**src/rtl/xt_pkg.sv**
```systemverilog
package xt_pkg;
   typedef enum logic [1:0] {
      CAUSE_NONE     = 2'd0,
      CAUSE_CONFLICT = 2'd1,
      CAUSE_CAPACITY = 2'd2,
      CAUSE_EXPLICIT = 2'd3
   } cause_t;
endpackage

```
**src/rtl/xt_lookup.sv**
```systemverilog
module xt_lookup #(
   parameter int WAYS  = 2,
   parameter int TAG_W = 10,
   localparam int WAY_W = $clog2(WAYS)
) (
   input  logic [WAYS-1:0]            vld,
   input  logic [WAYS-1:0][TAG_W-1:0] tags,
   input  logic [TAG_W-1:0]           tag,
   output logic [WAYS-1:0]            hit_vec,
   output logic                       hit,
   output logic [WAY_W-1:0]           hit_way
);
   genvar gw;
   generate
      for (gw = 0; gw < WAYS; gw++) begin : g_cmp
         assign hit_vec[gw] = vld[gw] && (tags[gw] == tag);
      end
   endgenerate

   assign hit = |hit_vec;

   always_comb begin
      hit_way = '0;
      for (int w = 0; w < WAYS; w++) begin
         if (hit_vec[w]) hit_way = WAY_W'(w);
      end
   end
endmodule

```
**src/rtl/xt_victim.sv**
```systemverilog
module xt_victim #(
   parameter int WAYS = 2,
   localparam int WAY_W = $clog2(WAYS)
) (
   input  logic [WAYS-1:0]  vld,
   input  logic [WAY_W-1:0] ptr,
   output logic [WAY_W-1:0] victim
);
   logic found;

   always_comb begin
      found  = 1'b0;
      victim = ptr;
      for (int w = WAYS - 1; w >= 0; w--) begin
         if (!vld[w]) begin
            victim = WAY_W'(w);
            found  = 1'b1;
         end
      end
      if (!found) victim = ptr;
   end
endmodule

```
**src/rtl/xt_txctl.sv**
```systemverilog
module xt_txctl
   import xt_pkg::*;
(
   input  logic   clk,
   input  logic   rst,
   input  logic   begin_req,
   input  logic   commit_req,
   input  logic   abort_req,
   input  logic   conflict,
   input  logic   capacity,
   output logic   active,
   output cause_t cause,
   output logic   retry,
   output logic   illegal,
   output logic   abort_fire,
   output logic   commit_fire
);
   logic   illegal_n;
   cause_t cause_n;

   assign abort_fire  = active && (conflict || capacity || abort_req);
   assign commit_fire = active && commit_req && !abort_fire;
   assign illegal_n   = (!active && (commit_req || abort_req)) || (active && begin_req);

   always_comb begin
      if (conflict)      cause_n = CAUSE_CONFLICT;
      else if (capacity) cause_n = CAUSE_CAPACITY;
      else               cause_n = CAUSE_EXPLICIT;
   end

   always_ff @(posedge clk) begin
      if (rst) begin
         active  <= 1'b0;
         cause   <= CAUSE_NONE;
         retry   <= 1'b0;
         illegal <= 1'b0;
      end else begin
         illegal <= illegal_n;
         if (abort_fire) begin
            active <= 1'b0;
            cause  <= cause_n;
            retry  <= 1'b1;
         end else if (commit_fire) begin
            active <= 1'b0;
         end else if (!active && begin_req) begin
            active <= 1'b1;
            cause  <= CAUSE_NONE;
            retry  <= 1'b0;
         end
      end
   end
endmodule

```
**src/rtl/xact_tag_tracker.sv**
```systemverilog
module xact_tag_tracker
   import xt_pkg::*;
#(
   parameter int ADDR_W     = 16,
   parameter int LINE_BYTES = 16,
   parameter int SETS       = 4,
   parameter int WAYS       = 2,
   parameter bit HAS_SPILL  = 1'b0
) (
   input  logic              clk,
   input  logic              rst,
   input  logic              tx_begin,
   input  logic              tx_commit,
   input  logic              tx_abort,
   input  logic              acc_valid,
   input  logic              acc_store,
   input  logic [ADDR_W-1:0] acc_addr,
   input  logic              snp_valid,
   input  logic              snp_write,
   input  logic [ADDR_W-1:0] snp_addr,
   output logic              acc_rsp_valid,
   output logic              acc_rsp_hit,
   output logic              snp_rsp_valid,
   output logic              snp_rsp_hit,
   output logic              snp_rsp_conflict,
   output logic              evict_valid,
   output logic [ADDR_W-1:0] evict_addr,
   output logic              evict_rd,
   output logic              evict_wr,
   output logic              tx_active,
   output logic [1:0]        abort_cause,
   output logic              retry_locked,
   output logic              illegal_req
);
   localparam int OFF_W = $clog2(LINE_BYTES);
   localparam int IDX_W = $clog2(SETS);
   localparam int WAY_W = $clog2(WAYS);
   localparam int TAG_W = ADDR_W - IDX_W - OFF_W;

   initial begin : p_param_chk
      assert (WAYS >= 2 && (1 << WAY_W) == WAYS) else $error("WAYS must be a power of two, at least 2");
      assert (SETS >= 2 && (1 << IDX_W) == SETS) else $error("SETS must be a power of two, at least 2");
      assert (LINE_BYTES >= 2 && (1 << OFF_W) == LINE_BYTES) else $error("LINE_BYTES must be a power of two, at least 2");
      assert (TAG_W >= 1) else $error("ADDR_W too small for the geometry");
   end

   // array state
   logic [SETS-1:0][WAYS-1:0]            valid_q, valid_n;
   logic [SETS-1:0][WAYS-1:0]            rd_q, rd_n;
   logic [SETS-1:0][WAYS-1:0]            wr_q, wr_n;
   logic [SETS-1:0][WAYS-1:0][TAG_W-1:0] tag_q, tag_n;
   logic [SETS-1:0][WAY_W-1:0]           ptr_q, ptr_n;

   // address split
   logic [IDX_W-1:0] a_idx, s_idx;
   logic [TAG_W-1:0] a_tag, s_tag;
   logic             unused_offsets;

   assign a_idx = acc_addr[OFF_W +: IDX_W];
   assign s_idx = snp_addr[OFF_W +: IDX_W];
   assign a_tag = acc_addr[ADDR_W-1 -: TAG_W];
   assign s_tag = snp_addr[ADDR_W-1 -: TAG_W];
   assign unused_offsets = ^{acc_addr[OFF_W-1:0], snp_addr[OFF_W-1:0]};

   // lookups
   logic [WAYS-1:0]  a_vec, s_vec;
   logic             a_hit, s_hit;
   logic [WAY_W-1:0] a_way, s_way, v_way;

   xt_lookup #(.WAYS(WAYS), .TAG_W(TAG_W)) u_acc_lookup (
      .vld     (valid_q[a_idx]),
      .tags    (tag_q[a_idx]),
      .tag     (a_tag),
      .hit_vec (a_vec),
      .hit     (a_hit),
      .hit_way (a_way)
   );

   xt_lookup #(.WAYS(WAYS), .TAG_W(TAG_W)) u_snp_lookup (
      .vld     (valid_q[s_idx]),
      .tags    (tag_q[s_idx]),
      .tag     (s_tag),
      .hit_vec (s_vec),
      .hit     (s_hit),
      .hit_way (s_way)
   );

   xt_victim #(.WAYS(WAYS)) u_victim (
      .vld    (valid_q[a_idx]),
      .ptr    (ptr_q[a_idx]),
      .victim (v_way)
   );

   // conflict and capacity
   logic s_rd, s_wr, conflict;
   logic v_valid, v_marked, fill_req, cap_need;

   assign s_rd     = rd_q[s_idx][s_way];
   assign s_wr     = wr_q[s_idx][s_way];
   assign conflict = snp_valid && tx_active && s_hit &&
                     (snp_write ? (s_rd || s_wr) : s_wr);

   assign v_valid  = valid_q[a_idx][v_way];
   assign v_marked = v_valid && (rd_q[a_idx][v_way] || wr_q[a_idx][v_way]);
   assign fill_req = acc_valid && !a_hit;

   generate
      if (HAS_SPILL) begin : g_spill
         assign cap_need = 1'b0;
      end else begin : g_nospill
         assign cap_need = fill_req && tx_active && v_marked;
      end
   endgenerate

   // transaction control
   cause_t cause_q;
   logic   abort_fire, commit_fire, acc_ok;

   xt_txctl u_txctl (
      .clk         (clk),
      .rst         (rst),
      .begin_req   (tx_begin),
      .commit_req  (tx_commit),
      .abort_req   (tx_abort),
      .conflict    (conflict),
      .capacity    (cap_need),
      .active      (tx_active),
      .cause       (cause_q),
      .retry       (retry_locked),
      .illegal     (illegal_req),
      .abort_fire  (abort_fire),
      .commit_fire (commit_fire)
   );

   assign abort_cause = cause_q;
   assign acc_ok      = acc_valid && !abort_fire;

   // next state: snoop invalidate, then core update, then broadcasts
   always_comb begin
      valid_n = valid_q;
      rd_n    = rd_q;
      wr_n    = wr_q;
      tag_n   = tag_q;
      ptr_n   = ptr_q;
      if (snp_valid && snp_write && s_hit && !conflict) begin
         valid_n[s_idx][s_way] = 1'b0;
         rd_n[s_idx][s_way]    = 1'b0;
         wr_n[s_idx][s_way]    = 1'b0;
      end
      if (acc_ok) begin
         if (a_hit) begin
            if (tx_active) begin
               if (acc_store) wr_n[a_idx][a_way] = 1'b1;
               else           rd_n[a_idx][a_way] = 1'b1;
            end
         end else begin
            valid_n[a_idx][v_way] = 1'b1;
            tag_n[a_idx][v_way]   = a_tag;
            rd_n[a_idx][v_way]    = tx_active && !acc_store;
            wr_n[a_idx][v_way]    = tx_active && acc_store;
            ptr_n[a_idx]          = ptr_q[a_idx] + WAY_W'(1);
         end
      end
      if (commit_fire) begin
         rd_n = '0;
         wr_n = '0;
      end
      if (abort_fire) begin
         valid_n = valid_n & ~(rd_n | wr_n);
         rd_n    = '0;
         wr_n    = '0;
      end
   end

   always_ff @(posedge clk) begin
      if (rst) begin
         valid_q          <= '0;
         rd_q             <= '0;
         wr_q             <= '0;
         tag_q            <= '0;
         ptr_q            <= '0;
         acc_rsp_valid    <= 1'b0;
         acc_rsp_hit      <= 1'b0;
         snp_rsp_valid    <= 1'b0;
         snp_rsp_hit      <= 1'b0;
         snp_rsp_conflict <= 1'b0;
         evict_valid      <= 1'b0;
         evict_addr       <= '0;
         evict_rd         <= 1'b0;
         evict_wr         <= 1'b0;
      end else begin
         valid_q          <= valid_n;
         rd_q             <= rd_n;
         wr_q             <= wr_n;
         tag_q            <= tag_n;
         ptr_q            <= ptr_n;
         acc_rsp_valid    <= acc_valid;
         acc_rsp_hit      <= acc_valid && a_hit;
         snp_rsp_valid    <= snp_valid;
         snp_rsp_hit      <= snp_valid && s_hit;
         snp_rsp_conflict <= conflict;
         evict_valid      <= acc_ok && !a_hit && v_valid;
         evict_addr       <= {tag_q[a_idx][v_way], a_idx, {OFF_W{1'b0}}};
         evict_rd         <= rd_q[a_idx][v_way];
         evict_wr         <= wr_q[a_idx][v_way];
      end
   end
endmodule

```
**config.mk**
```make
export PLATFORM = sky130hd
export DESIGN_NAME = xact_tag_tracker
export DESIGN_NICKNAME = d
export VERILOG_FILES = /design/src/rtl/xt_pkg.sv /design/src/rtl/xt_lookup.sv /design/src/rtl/xt_victim.sv /design/src/rtl/xt_txctl.sv /design/src/rtl/xact_tag_tracker.sv
export SDC_FILE = /design/constraint.sdc
export NUM_CORES = 1
export LEC_CHECK = 0
export ABC_CLOCK_PERIOD_IN_PS = 7200
export BUFFER_PORTS_ARGS = -buffer_cell sky130_fd_sc_hd__buf_2
export CAP_MARGIN = 25
export CORE_UTILIZATION = 46
export DETAILED_ROUTE_END_ITERATION = 10
export PLACE_DENSITY = 0.65
export RECOVER_POWER = 100
export SYNTH_ARGS = -nofsm -noshare
export SYNTH_HDL_FRONTEND = slang
export SYNTH_SLANG_ARGS = --single-unit
export TNS_END_PERCENT = 10
```
**constraint.sdc**
```tcl
create_clock -name clk -period 7.2 [get_ports clk]
set_input_delay 0.72 -clock clk [delete_from_list [all_inputs] [get_ports clk]]
set_output_delay 0.72 -clock clk [all_outputs]
set_load 0.005 [all_outputs]
```
After elaboration in Yosys (flattened, before gate mapping)
Cells that the tools add are included.
{"block": "classes", "n_reduce_logical": 50, "n_lt_le_gt_ge": 10, "eq_ne": 5, "n_bitwise": 11, "addsub": 1, "mux": 84}
{"op": "2-to-1 mux 8 bit", "n": 16}
{"op": "binary-select mux 20 bit (select 2 bit)", "n": 2}
{"op": "bitwise mux 80 bit", "n": 1}
{"op": "2-to-1 mux 20 bit", "n": 3}
{"op": "demux 20 bit (select 2 bit)", "n": 1}
{"op": "== test 10 bit", "n": 4}
{"op": "AND 8 bit", "n": 4}
{"op": "logical AND 1 bit", "n": 32}
{"op": "bitwise OR 8 bit", "n": 4}
{"op": "2-to-1 mux 10 bit", "n": 3}
{"op": "2-to-1 mux 1 bit", "n": 27}
{"op": "2-to-1 mux 2 bit", "n": 13}
{"op": "binary-select mux 2 bit (select 2 bit)", "n": 6}
{"op": "bitwise mux 8 bit", "n": 2}
{"op": "inverter 8 bit", "n": 2}
{"op": "demux 2 bit (select 2 bit)", "n": 3}
{"op": "demux 10 bit (select 1 bit)", "n": 1}
{"op": "logical OR 1 bit", "n": 6}
{"op": "less-than comparator 1 x 2 -> 1 bit, second input constant", "n": 3}
{"op": "less-than comparator 2 x 3 -> 1 bit, second input constant", "n": 2}
{"op": "OR reduction 2 bit", "n": 3}
{"op": "zero test 1 bit", "n": 5}
{"op": "bitwise mux 4 bit", "n": 1}
{"op": ">= comparator 2 x 1 -> 1 bit, second input constant", "n": 2}
{"op": "other kinds (10)", "n": 15}
{"block": "word_totals", "word_cells": 199, "ff_bits": 137}

Longest topological paths before layout
Gate-level depths: netlist of run 1.
{"block": "logic_depth", "word_depth": 24, "mapped_depth": 15, "mapped_depth_nobuf": 9}

Modules after synthesis
From an unflattened synthesis of run 1, not the netlist that was laid out.
{"block": "unflattened", "hier_cells": 760, "area_unflattened_um2": 7058.0}
{"mod": "xact_tag_tracker", "area_each_um2": 6333.6, "n_inst": 1, "cells_each": 674, "seq_area_each_um2": 2562.5}
{"mod": "xt_lookup", "area_each_um2": 244.0, "n_inst": 2, "cells_each": 30, "seq_area_each_um2": 0.0}
{"mod": "xt_txctl", "area_each_um2": 225.2, "n_inst": 1, "cells_each": 24, "seq_area_each_um2": 100.1}
{"mod": "xt_victim", "area_each_um2": 11.3, "n_inst": 1, "cells_each": 2, "seq_area_each_um2": 0.0}

Least setup slack after synthesis of run 1
No wires, ideal clock.
{"block": "synth_path", "kind": "input -> register", "startpoint": "input acc_addr[5]", "endpoint": "register ptr_q[2] in the netlist's numbering", "t_arrival_ps": 3542, "setup_ps": 121, "path_stages": 12, "path_buffers": 4, "slack_ps": 3537, "cell_sequence": "buf_2 -> buf_2 -> mux4_2 -> xnor2_1 -> nand4_1 -> or4_1 -> clkbuf_1 -> a21oi_2 -> nand2_1 -> buf_2 -> nor4_1 -> mux2_2"}
{"block": "synth_between", "elab_chain_cells": 16, "elab_cells_between_ends": 46}
{"element": "start: declaration", "line_no": "xact_tag_tracker.sv:17", "source": "input logic [ADDR_W-1:0] acc_addr,"}
{"element": "binary-select mux 1 bit (select 2 bit) or binary-select mux 2 bit (select 2 bit) (tied branches)"}
{"element": "2-to-1 mux 1 bit (not written as such) or 2-to-1 mux 2 bit (tied branches)"}
{"element": "2-to-1 mux 1 bit (2 in a row)", "line_no": "xt_victim.sv:15", "source": "if (!vld[w]) begin"}
{"element": "2-to-1 mux 1 bit", "line_no": "xt_victim.sv:20", "source": "if (!found) victim = ptr;"}
{"element": "2-to-1 mux 1 bit (not written as such) (2 in a row)", "line_no": "xact_tag_tracker.sv:104", "source": "assign v_marked = v_valid && (rd_q[a_idx][v_way] || wr_q[a_idx][v_way]);"}
{"element": "logical OR 1 bit", "line_no": "xact_tag_tracker.sv:104"}
{"element": "logical AND 1 bit", "line_no": "xact_tag_tracker.sv:104"}
{"element": "logical AND 1 bit", "line_no": "xact_tag_tracker.sv:111", "source": "assign cap_need = fill_req && tx_active && v_marked;"}
{"element": "logical OR 1 bit (2 in a row)", "line_no": "xt_txctl.sv:21", "source": "assign abort_fire = active && (conflict || capacity || abort_req);"}
{"element": "logical AND 1 bit", "line_no": "xt_txctl.sv:21"}
{"element": "zero test 1 bit", "line_no": "xact_tag_tracker.sv:136", "source": "assign acc_ok = acc_valid && !abort_fire;"}
{"element": "logical AND 1 bit", "line_no": "xact_tag_tracker.sv:136"}
{"element": "AND reduction 2 bit (no source line)"}
{"element": "end signal: assignment", "line_no": "xact_tag_tracker.sv:196", "source": "ptr_q <= ptr_n;"}
{"element": "end: declaration", "line_no": "xact_tag_tracker.sv:52", "source": "logic [SETS-1:0][WAY_W-1:0] ptr_q, ptr_n;"}
Several ways; a longest one is shown, not always the timed one. The select of a mux whose other input is x is not followed.
A chain may end at the register's enable or synchronous reset.

Worst setup path in the final report of run 1
{"block": "layout_path", "startpoint": "input acc_addr[5]", "endpoint": "register tag_q[43] in the netlist's numbering"}
{"block": "layout_between", "elab_chain_cells": 16, "elab_cells_between_ends": 50}
{"element": "branches (longest 16 deep; another with less-than comparator 1 x 2 -> 1 bit)"}
{"element": "end signal: assignment", "line_no": "xact_tag_tracker.sv:195", "source": "tag_q <= tag_n;"}
{"element": "end: declaration", "line_no": "xact_tag_tracker.sv:51", "source": "logic [SETS-1:0][WAYS-1:0][TAG_W-1:0] tag_q, tag_n;"}
Parallel ways; which one is timed is not known. The select of a mux whose other input is x is not followed.

==> flow_metrics.py, run 1 <==
metrics = {
    "status": {
        "outcome": "complete, but fails checks",
        "violations": "max-capacitance violations, max-slew violations",
    },
    "placed_design": {
        "gp_congestion": 0.891,
        "io_buffers": 57,
        "hpwlAfterDp_mm": 14.4,
    },
    "floorplanning": {
        "ios": 70,
        "core_area_mm2": 0.0159,
        "initial_core_util_pct": 47.2,
        "die_h_um": 130,
        "num_rows": 46,
        "die_area_mm2": 0.0168,
        "die_x_um": 130,
    },
    "route": {
        "met3_length_mm": 1.59,
        "drc": 0,
        "wl_per_cell_um": 20.5,
        "first_iter_violations": 757,
        "wl_met1_mm": 9.45,
        "drt_pass1_iterations": 6,
        "highest_layer": "met5",
        "wirelength_mm": 21.7,
        "via_per_inst": 6.04,
        "met2_length_mm": 10.1,
        "drtAntennaViolNets": 0,
        "vias": 6411,
    },
    "synth": {
        "seq_area_frac_synth_pct": 35.5,
        "synth-xor-area-share_pct": 5.02,
        "synth_ff_type": "dfxtp_1",
        "synth_compound_area_share_pct": 11.1,
        "synth_top_family_by_area": "multiplexers",
        "postSynthCellCount": 819,
        "synth-seq-cells": 133,
        "avgSynthCellArea_um2": 9.16,
        "muxShareOfSynthArea_pct": 22.3,
        "yosysWarningCount": 0,
        "async_reset_ff_share_pct": 0,
        "synth_edf_count": 0,
        "synth.distinct_cells": 72,
        "synth-simple-area-share_pct": 20.6,
        "syn_area_mm2": 0.00750,
        "synth-adder-area-share_pct": 0,
    },
    "sta": {
        "setup_violations": 0,
        "min_period_ns": 5.90,
        "fin_skew_ns": 0.0129,
        "fmax_mhz": 170,
        "fin_crit_sh_pct": 81.9,
        "rsz0062_at_grt": "false",
        "finalHoldViolCount": 0,
        "finalMaxSlewViolations": 130,
        "relSlewSlack_pct": -197,
        "setup_tns_ns": 0,
        "worstMarginPinSlew_ns": 4.45,
    },
    "setup_path": {
        "crit_start": "acc_addr[5]",
        "crit_chain": "buf_2, clkbuf_1, mux4_2, xnor2_1, nand2_1, or4_1, nand2_1, nor2_1, nand4_1, mux2i_1, nor2_1",
        "critical_path_class": "in -> reg",
        "max_stage_delay_ns": 1.60,
        "r2r-start": "tag_q[76]",
        "end_kind": "flop",
        "cp.arrival_ns": 6.02,
        "crit_buf_inv": 2,
        "rrSetupSlack_ns": 2.86,
        "worstPathMaxFanout": 31,
        "cp.required_ns": 7.32,
        "cpMaxStageDelayCell": "clkbuf_1",
        "crit_family": "simple AND/OR/NAND/NOR gates",
        "start_kind": "input port",
    },
    "clock_network": {
        "cts_resized": 0,
        "cts_hold_buf": 0,
        "path_clk_slew_ns": 0.06,
        "cts_tree": "built",
        "cts_max_level": 4,
        "cts_setup_buffers": 0,
        "cts-root-buf": "clkbuf_16",
        "insertion_delay_ns": 0.43,
        "cts_made_buffers": 17,
        "cts_buffer_depth": 2,
        "cts_sinks": 133,
    },
    "pwr": {
        "ir_drop_v": 0.000173,
        "powerDensity_mw_per_mm2": 214,
        "finalPower_mw": 1.77,
        "p_leak_nw": 3.04,
    },
    "final_layout": {
        "fin_nets": 874,
        "n_fill_cell": 1522,
        "diodes": 0,
        "drive_gt1_share_pct": 16.1,
        "areaGrowthSynthToFinish_pct": 10.1,
    },
    "grt": {
        "grtUsageTotal_pct": 27.3,
        "antenna_found_initial": 1,
        "grt_pass1_vias": 6038,
        "grt_overflow_total": 0,
        "grt_max_degree": 98,
        "grt_pass1_wl_mm": 34.1,
    },
    "worst_hold_path": {
        "holdCritStartpoint": "tag_q[54]",
        "min_path_type": "reg -> reg",
    },
    "flow_run": {
        "drv_cap": 2,
    },
}
state kept, by name, summed over array words and instances (netlist names), 2 cells and up:
signal / flops
evict_addr: 12
ptr_q: 4
rd_q: 8
tag_q: 80
u_txctl.cause: 2
valid_q: 8
wr_q: 8
tightest hold or removal path, stage by stage, from the launching register on:
cell and delay (ns):
dfxtp_1 0.31, nand2_1 0.05, a21oi_1 0.05
per-stage QoR:
| step | area, um2 | util (%) | hold WS, ns | std cells | setup WS (ns) |
|---|---|---|---|---|---|
| 6_report | 8260 | 52.0 | 0.467 | 1061 | 1.30 |
| 5_1_grt | 8260 | 52.0 | 0.481 | 1061 | 0.978 |
| 4_1_cts | 8340 | 52.5 | 0.469 | 1061 | 2.10 |
| 3_5_place_dp | 7790 | 49.0 | 0.458 | 1030 | 1.67 |
| 3_3_place_gp | 7790 | 49.0 | 0.450 | 1030 | 1.69 |
| 2_1_floorplan | 7510 | - | 0.443 | 822 | 3.54 |
path summary, 6_finish.rpt:
path                                  end  cells past startpoint
worst min-delay path            tag_q[54]                      2
worst min register to register  tag_q[54]                      2
worst max register to register  tag_q[71]                     10
worst max-delay path            tag_q[43]                     11
power by group:
| group | internal [mW] | switching (mW) |
|---|---|---|
| Sequential | 0.754 | 0.0147 |
| Combinational | 0.0740 | 0.124 |
| Clock | 0.465 | 0.336 |
| Total | 1.29 | 0.474 |
synth_stat cells (11+ instances only):
cell type	instances	area share, %
mux4_2	39	12
nand4_1	11	0.92
dfxtp_1	133	36
buf_2	15	1.0
mux2i_1	75	10
nand3_1	42	2.8
clkbuf_1	41	2.1
xnor2_1	33	3.9
o21ai_0	17	1.1
nor2b_1	13	1.1
nand2_1	89	4.5
nor2_1	79	4.0
a21oi_1	62	4.1
nand2b_1	15	1.3
cells in the final DEF (no fill, tap or decap), types with 4 or more instances in the layout:
cell type and instances:
nor2b_1 13, a211oi_1 7, nand3_1 43, conb_1 4
nand2b_1 15, mux2_2 4, buf_4 7, mux4_2 39
inv_1 5, buf_2 40, nor3b_1 5, mux2i_1 75
o21ai_0 17, nor2_1 80, clkbuf_16 17, or3_1 5
nor4_1 10, or2_2 5, clkbuf_1 19, nand4_1 11
xnor2_1 33, nand3b_1 4, nand2_1 91, a21oi_1 63
or4_1 6, dfxtp_1 133, clkinv_2 4, xor2_1 10
a221oi_1 10, nor3_1 10
final cells by class:
type | instances | area [um2] | share of cell area [%]
clock inverters | 11 | 77.6 | 0.939
inverters | 6 | 22.5 | 0.273
repair buffers | 67 | 328 | 3.97
well taps | 216 | 270 | 3.27
clock buffers | 20 | 467 | 5.65
flip-flops and latches | 133 | 2660 | 32.2
multi-input cells | 608 | 4430 | 53.7
logic make-up (layout without fill, tap and decap cells):
| logic type | count (synthesis) | count (layout) |
|---|---|---|
| flops | 133 | 133 |
| simple gates | 314 | 314 |
| compound gates | 129 | 129 |
| xor+xnor | 43 | 43 |
| mux | 118 | 118 |
| buf+inv | 81 | 104 |
| other cells | 1 | 4 |
layer usage:
metal	track usage, %	up-vias
li1	-	2961
met1	36.6	3100
met2	43.2	296
met3	5.66	52
met4	10.1	2
met5	0	-
(Power assumes the default switching activity.)
==> run 2, diff against run 1 <==
- ABC_CLOCK_PERIOD_IN_PS: 7200 -> 5500
- clock period: 7.2 -> 5.5 ns (I/O delays scaled with it)
==> run 2 against run 1 <==
Compared with the run above:
- register-to-register slack got worse by 1.6 ns
- count of clock-buffer cells in the layout decreased by 1
- critical path type unchanged
- clock power increased by 49%
- largest cell class unchanged
- the run still ends with max-capacitance violations, max-slew violations left
==> flow_metrics.py, run 2 (synthesis results as in run 1) <==
metrics = {
    "setup_path": {
        "crit_chain": "buf_2, mux4_2, xnor2_1, nand4_1, nor3_2, nor4_1, nor2_1, nand4_1, mux2i_1, nor2_1",
        "rrSetupSlack_ns": 1.29,
        "crit_end": "tag_q[2]",
        "timing.rr.end": "tag_q[2]",
        "r2r-start": "ptr_q[3]",
        "end_kind": "flop",
        "start_kind": "input port",
        "cp.arrival_ns": 4.89,
        "crit_start": "acc_addr[5]",
        "critical_path_class": "in -> reg",
        "crit_cells": 10,
        "reg2reg_depth": 10,
        "cpMaxStageDelayCell": "nor4_1",
        "crit_buf_inv": 1,
        "max_stage_delay_ns": 1.08,
        "crit_family": "simple AND/OR/NAND/NOR gates",
        "worstPathMaxFanout": 26,
        "cp.required_ns": 5.69,
    },
    "floorplanning": {
        "core_area_mm2": 0.0159,
        "initial_core_util_pct": 47.2,
        "ios": 70,
        "num_rows": 46,
        "die_h_um": 130,
        "die_x_um": 130,
        "die_area_mm2": 0.0168,
    },
    "final_layout": {
        "largest_reg_flops": 80,
        "drive_gt1_share_pct": 17.3,
        "largest-register": "tag_q",
        "final_common_cell": "dfxtp_1",
        "fin_nets": 885,
        "areaGrowthSynthToFinish_pct": 12.0,
        "diodes": 0,
        "top_regs": "tag_q: 80 flops, evict_addr: 12 flops",
        "layout_common_cells": "dfxtp_1 (133), nand2_1 (90), nor2_1 (80)",
        "n_fill_cell": 1493,
        "stdcell_area_mm2": 0.00840,
    },
    "grt": {
        "grtUsageTotal_pct": 27.5,
        "grt_overflow_total": 0,
        "antenna_found_initial": 0,
        "grt_max_degree": 69,
        "grt_pass1_wl_mm": 34.2,
        "grt_pass1_vias": 6172,
    },
    "route": {
        "wl_per_cell_um": 20.4,
        "first_iter_violations": 621,
        "via_per_inst": 6.02,
        "wirelength_mm": 21.9,
        "drtAntennaViolNets": 0,
        "drt_pass1_iterations": 8,
        "vias": 6457,
        "drc": 0,
    },
    "status": {
        "outcome": "complete, but fails checks",
        "violations": "max-capacitance violations, max-slew violations",
    },
    "clock_network": {
        "insertion_delay_ns": 0.43,
        "path_clk_slew_ns": 0.06,
        "cts_made_buffers": 17,
        "cts_resized": 0,
        "cts_tree": "built",
        "cts_buffer_depth": 2,
        "cts-root-buf": "clkbuf_16",
        "cts_sinks": 133,
        "cts_setup_buffers": 0,
        "cts_hold_buf": 0,
        "cts_max_level": 4,
    },
    "placed_design": {
        "hpwlAfterDp_mm": 15.0,
        "place_ws_ns": 0.728,
        "place_area_mm2": 0.00787,
        "io_buffers": 57,
        "gp_congestion": 0.919,
    },
    "flow_run": {
        "drv_cap": 2,
    },
    "sta": {
        "hold_slack_ns": 0.365,
        "fin_skew_ns": 0.0138,
        "fmax_mhz": 213,
        "rsz0062_at_grt": "false",
        "finalMaxSlewViolations": 120,
        "worstMarginPinSlew_ns": 3.07,
        "fin_crit_sh_pct": 85.5,
        "layout_setup_ws_ns": 0.799,
        "setup_violations": 0,
        "min_period_ns": 4.70,
        "relSlewSlack_pct": -105,
        "finalHoldViolCount": 0,
        "setup_tns_ns": 0,
    },
    "pwr": {
        "ir_drop_v": 0.000334,
        "p_leak_nw": 3.13,
        "powerDensity_mw_per_mm2": 292,
    },
    "worst_hold_path": {
        "min_path_type": "in -> reg",
    },
}
-- run 2: cell types whose count changed in the layout (fill, tap and decap cells not counted), sizes merged --
cell,change
buf,+11
bufinv,+3
clkbuf,-1
clkinv,-2
clkinvlp,-1
inv,+2
-- run 2: routing by layer --
metal	global-route usage, %	part of all wire [%]	vias to the layer above
li1	-	-	2994
met4	10.7	2.6	0
met3	5.90	7.2	47
met2	44.7	47	295
met1	35.6	44	3121
met5	0	0	-
-- run 2: area by class of cell --
| cell class | count | area (um2) | share of cell area, % |
|---|---|---|---|
| sequential | 133 | 2660 | 31.7 |
| clock buffer | 19 | 443 | 5.27 |
| tap | 216 | 270 | 3.22 |
| multi-input combinational | 608 | 4430 | 52.7 |
| inverter | 6 | 22.5 | 0.268 |
| clock inverter | 13 | 171 | 2.04 |
| timing repair buffer | 78 | 404 | 4.81 |
-- run 2: worst min path at each step --
stage / startpoint / to / depth (start not counted)
after global placement: tag_q[50] / tag_q[50] / 2
after detailed placement: tag_q[37] / tag_q[37] / 2
after CTS: tx_begin / u_txctl.active / 3
final: tx_begin / u_txctl.active / 3
after global routing: tx_begin / u_txctl.active / 3
after floorplan: tag_q[55] / tag_q[55] / 2
-- run 2: tightest hold or removal path, stage by stage --
cell and delay (ns):
buf_2 0.10, nor2_1 0.04, nor2_1 0.06
-- run 2: report_power, final --
part / total [mW] / internal, mW / switching [mW]
registers: 1.01 / 0.987 / 0.0191
clock network: 1.19 / 0.731 / 0.455
logic: 0.264 / 0.100 / 0.164
total: 2.46 / 1.82 / 0.638
-- run 2: per-stage QoR --
| step | power [mW] | instances | utilization [%] |
|---|---|---|---|
| after floorplan | 1.21 | 822 | - |
| after global placement | 1.29 | 1041 | 49.6 |
| after detailed placement | 1.29 | 1041 | 49.6 |
| after CTS | 2.47 | 1073 | 53.4 |
| after global routing | 2.54 | 1073 | 52.9 |
| final | 2.46 | 1073 | 52.9 |
